## src/rtl/tstamp_counter64.sv

```systemverilog
`timescale 1ns/1ps
module tstamp_counter64 #(
  parameter int ADDR_W  = 8,
  parameter int DIV_W   = 4,
  parameter int DIV_LSB = 4
) (
  input  logic              clk,
  input  logic              rst_n,
  input  logic              tick,
  input  logic [ADDR_W-1:0] bus_addr,
  input  logic              bus_we,
  input  logic [31:0]       bus_wdata,
  output logic [31:0]       bus_rdata
);
  localparam int CNT_W = 64;
  localparam int HALF  = CNT_W / 2;
  localparam logic [ADDR_W-1:0] A_CTRL = ADDR_W'(8'h68);
  localparam logic [ADDR_W-1:0] A_LVLO = ADDR_W'(8'h6C);
  localparam logic [ADDR_W-1:0] A_LVHI = ADDR_W'(8'h70);
  localparam logic [ADDR_W-1:0] A_LDLO = ADDR_W'(8'h74);
  localparam logic [ADDR_W-1:0] A_LDHI = ADDR_W'(8'h78);
  localparam logic [ADDR_W-1:0] A_SNLO = ADDR_W'(8'h7C);
  localparam logic [ADDR_W-1:0] A_SNHI = ADDR_W'(8'h80);

  logic [CNT_W-1:0] cnt, snap, ld;
  logic [DIV_W-1:0] div, pre;

  wire ctrl_wr = bus_we && (bus_addr == A_CTRL);
  wire do_snap = ctrl_wr && (bus_wdata[1:0] == 2'b01);
  wire do_load = ctrl_wr && (bus_wdata[1:0] == 2'b11);
  wire step    = tick && (pre >= div);

  always_ff @(posedge clk) begin
    if (!rst_n) begin
      cnt  <= '0;
      snap <= '0;
      ld   <= '0;
      div  <= '0;
      pre  <= '0;
    end else begin
      if (do_snap) snap <= cnt;
      if (ctrl_wr) div <= bus_wdata[DIV_LSB +: DIV_W];
      if (bus_we && bus_addr == A_LDLO) ld[HALF-1:0] <= bus_wdata;
      if (bus_we && bus_addr == A_LDHI) ld[CNT_W-1:HALF] <= bus_wdata;
      if (do_load) begin
        cnt <= ld;
        pre <= '0;
      end else if (step) begin
        cnt <= cnt + 1'b1;
        pre <= '0;
      end else if (tick) begin
        pre <= pre + 1'b1;
      end
    end
  end

  always_comb begin
    bus_rdata = '0;
    case (bus_addr)
      A_CTRL: bus_rdata[DIV_LSB +: DIV_W] = div;
      A_LVLO: bus_rdata = cnt[HALF-1:0];
      A_LVHI: bus_rdata = cnt[CNT_W-1:HALF];
      A_LDLO: bus_rdata = ld[HALF-1:0];
      A_LDHI: bus_rdata = ld[CNT_W-1:HALF];
      A_SNLO: bus_rdata = snap[HALF-1:0];
      A_SNHI: bus_rdata = snap[CNT_W-1:HALF];
      default: bus_rdata = '0;
    endcase
  end
endmodule

```

## config.mk

```make
export PLATFORM = sky130hd
export DESIGN_NAME = tstamp_counter64
export DESIGN_NICKNAME = d
export VERILOG_FILES = /design/src/rtl/tstamp_counter64.sv
export SDC_FILE = /design/constraint.sdc
export NUM_CORES = 1
export LEC_CHECK = 0
export ABC_AREA = 1
export BUFFER_PORTS_ARGS = -buffer_cell sky130_fd_sc_hd__buf_2
export CORE_ASPECT_RATIO = 0.75
export CORE_MARGIN = 2
export CORE_UTILIZATION = 49
export CTS_CLUSTER_DIAMETER = 40
export DETAILED_ROUTE_END_ITERATION = 7
export PLACE_DENSITY = 0.69
export SKIP_LAST_GASP = 1
export SYNTH_ARGS = -nofsm -noshare
export SYNTH_HDL_FRONTEND = slang
export SYNTH_SLANG_ARGS = --single-unit
export TNS_END_PERCENT = 5
```

## constraint.sdc

```tcl
create_clock -name clk -period 1.8 [get_ports clk]
set_clock_uncertainty 0.05 [all_clocks]
set_input_delay 0.18 -clock clk [delete_from_list [all_inputs] [get_ports clk]]
set_output_delay 0.18 -clock clk [all_outputs]
set_load 0.03 [all_outputs]
```

==> results.md <==
* Detailed Place HPWL at around 33000 um
* Hold Crit Class: input port to flip-flop
* Worst EP required at ~2.1 ns
* Critical Path Fanout Max at 5
* Final Wtd Congestion at about 1.0
* Comb power frac at 0.065
* CTS H-tree depth at 4
* Final min period at approximately 1.9 ns
* Num CTS Buffers at 17
* Final setup margin at -0.142 ns
* MaxCap Viol Count at 0
* Die Wd at around 180 um
* CP peak stage delay at around 0.34 ns
* Sequential fraction of the synthesis area at 0.360
* Gr ovfl total at 0
* Area Overhead vs Synth at 34.7%
* CTS Buffer Depth at 2
* Clock sinks at 200
* Maximum vdd drop at slightly below 600 uV
* Pin count of the biggest net entering global routing at 91
* Core area at roughly 22000 um2
* Rows at 47
* Clock-pin slew on the worst setup and hold paths at about 0.080 ns
* # diodes at 0
* Crit-path cells: inv_2 -> ha_4 -> inv_2 -> o21bai_1 -> nand3_1 -> nand3_2 -> nand2_4 -> nor2_4 -> buf_12 -> clkbuf_16 -> nand2_1 -> a21oi_1
* Initial antenna violation count at 0
* First-pass GRT wire length at 67300 um
* Ys async rst share at 0
* WP data arrival at ~2.3 ns
* Setup TNS at -5.51 ns
* Critical Path Start Type: flip-flop
* Critical path buffers and inverters at 4
* Cell mode on critical path: inv_2
* Vias per cell at approximately 5.5
* PwrDens at ~600 nW/um2
* WL per Instance at around 19 um
* RSZ-0062 raised after global routing: true
* Starting DRC count in detailed routing at between 1k and 1.5k
* Vias in the first global route at 11.8k
* CTS root buf: clkbuf_16
* Fin crit share at 1.08
* Top cells by area, synth: dfxtp_1 (36%), nand2_1 (13%), a21oi_1 (10%)
* Yosys reg bits at 200
* Initial Utilization at 0.502
* Post-synth EDFFs at 0
* DIE HEIGHT at ~130 um
* Setup violators final at 83
* Failing checks: negative setup slack
* Syn_nets at between 1.5k and 2k
* CP endpoint kind: flip-flop
* Residual DRC at 0
* Synthesized area at between 10000 and 15000 um2
* CP top delay family: simple AND/OR/NAND/NOR gates
* Relative slew slack at 0.710
* Via Count at approximately 13k
* Placed Area at approximately 14000 um2
* Die area at roughly 24000 um2
* Syn. warnings at 0
* Nets@finish at 2069
* # IOs at 76
* Clk network pwr share at 0.441
* Detailed Route WL at 44600 um
* Syn Inst Count at 1740
* Flop-to-flop setup slack at -0.14 ns
* Internal cell power at roughly 6.7 mW
* Top-area cell type share of the netlist area at 0.360
* Sequential share of power at 0.494
* Ys flop type: dfxtp_1
* Slew Limit Fails at 0
* Max Clk Rate at a little over 0.5 GHz
* Final Instance Area at about 15000 um2
* Mean Syn Cell Area at between 6 and 7 um2
* Net switching power at about 2.3 mW
* Lkg Pwr at around 6.1 nW
* Slew @ Worst Pin at around 0.44 ns
* Slowest stage cell, crit path: dfxtp_2
* Total track usage at 0.375
* Status: complete, but fails checks
* Fin. Hold Viols at 0
* Clock Latency Late Sink at around 0.46 ns
* I/O Buffers at 75
* First-pass DRT Iterations at 6
* Crit Path Category: flip-flop to flip-flop
* Antenna Nets Post-Route at 0
* CTS tree: yes
* Layout cells sized above 1 at 0.237
* Library cells used by synthesis at 37
* Switch share at 0.254
* Yosys top cell by area: dfxtp_1
## logic make-up (layout without fill, tap and decap cells)
group,after synthesis,count (layout),share of synthesized area
mux,1,1,0.000900
flops,200,200,0.360
xor+xnor,34,34,0.0268
buf+inv,324,616,0.116
compound gates,470,470,0.221
fa+ha+maj,6,6,0.00675
simple gates,705,705,0.269
## worst paths after layout
| path | start | to | cells after the start |
|---|---|---|---|
| worst max-delay path | div[1]$_SDFFE_PN0P_ | cnt[22]$_SDFFE_PN0P_ | 12 |
| worst min register to register | snap[55]$_SDFFE_PN0P_ | snap[55]$_SDFFE_PN0P_ | 2 |
| worst min-delay path | bus_we | ld[30]$_SDFFE_PN0P_ | 3 |
| worst max register to register | div[1]$_SDFFE_PN0P_ | cnt[22]$_SDFFE_PN0P_ | 12 |
## final cells by class
type                            count  area (um2)
Inverter                          242         918
Timing Repair Buffer              342        2970
Fill cell                        1973        7180
Tap cell                          294         368
Clock inverter                     13         135
Multi-Input combinational cell   1216        6110
Clock buffer                       19         453
Sequential cell                   200        4030
## power groups by stage
stage | clock network (mW) | logic [mW] | registers, mW
6_report | 3.96 | 0.588 | 4.44
5_1_grt | 4.13 | 0.625 | 4.44
4_1_cts | 3.99 | 0.532 | 4.44
3_5_place_dp | 0 | 0.433 | 4.55
3_3_place_gp | 0 | 0.427 | 4.54
2_1_floorplan | 0 | 0.224 | 4.54
## metal layers
layer  global-route usage  part of all wire
met1                0.565              0.46
met2                0.498              0.38
met3                0.138              0.14
met4               0.0902             0.017
met5                    0           0.00072
## through the flow
stage | util | setup WS (ns) | total power [mW] | cells | hold slack [ns]
final | 0.676 | -0.142 | 8.99 | 2326 | 0.0215
after global placement | 0.613 | -0.180 | 4.97 | 2259 | 0.389
after floorplan | - | -0.0141 | 4.77 | 1740 | 0.277
after CTS | 0.661 | -0.109 | 8.97 | 2323 | 0.00338
after global routing | 0.676 | -0.211 | 9.20 | 2326 | 0.0216
after detailed placement | 0.613 | -0.231 | 4.98 | 2259 | 0.395
## synthesized netlist by cell type, types with 14 or more instances
cell type	count
buf_2	29
clkbuf_1	44
nand2_1	396
inv_1	229
nand4_1	14
nor2_1	169
a21oi_1	226
nor2_2	14
xor2_1	15
o21ai_0	78
o21ai_1	91
nand3_1	75
xnor2_1	19
o22ai_1	71
dfxtp_1	200
## registers in the layout, indices dropped and copies added, names as in the netlist
register and count:
cnt 64, ld 64, snap 64, div 4, pre 4
## placed cells by master, fill, tap and decap left out, types with 10 or more instances in the layout
master         synthesis  routed
nand4_1               14      14
o21ai_0               78      78
xor2_1                15      15
nand3_1               75      62
buf_4                  1     204
dfxtp_1              200     184
clkbuf_16              0      20
a21oi_1              226     221
inv_2                 10      11
nand3_2                1      11
inv_1                229     225
nor2_1               169     160
nand2_2               10      26
nand2_4                2      10
buf_12                 0      29
buf_2                 29      71
nand2_1              396     372
dfxtp_2                0      14
o21ai_1               91      91
xnor2_1               19      19
o22ai_1               71      66
dlygate4sd3_1          0      23
nor2_2                14      23
## worst register-to-register path, stage by stage (launching register included)
cell and delay [ns]:
dfxtp_2 0.34, inv_2 0.04, ha_4 0.26, inv_2 0.03
o21bai_1 0.13, nand3_1 0.10, nand3_2 0.10, nand2_4 0.10
nor2_4 0.17, buf_12 0.16, clkbuf_16 0.17, nand2_1 0.07
a21oi_1 0.14
## timing repair
item / 4_1_cts / 5_1_grt
gates cloned: 3 / 3
resized for setup: 32 / 79
hold buffers: 23 / 0
setup buffers: 6 / 0
hold endpoints to repair: 38 / 0
setup endpoints to repair: 95 / 100
pin swaps: 6 / 19
No activity file was read; power rests on OpenSTA's default activity.
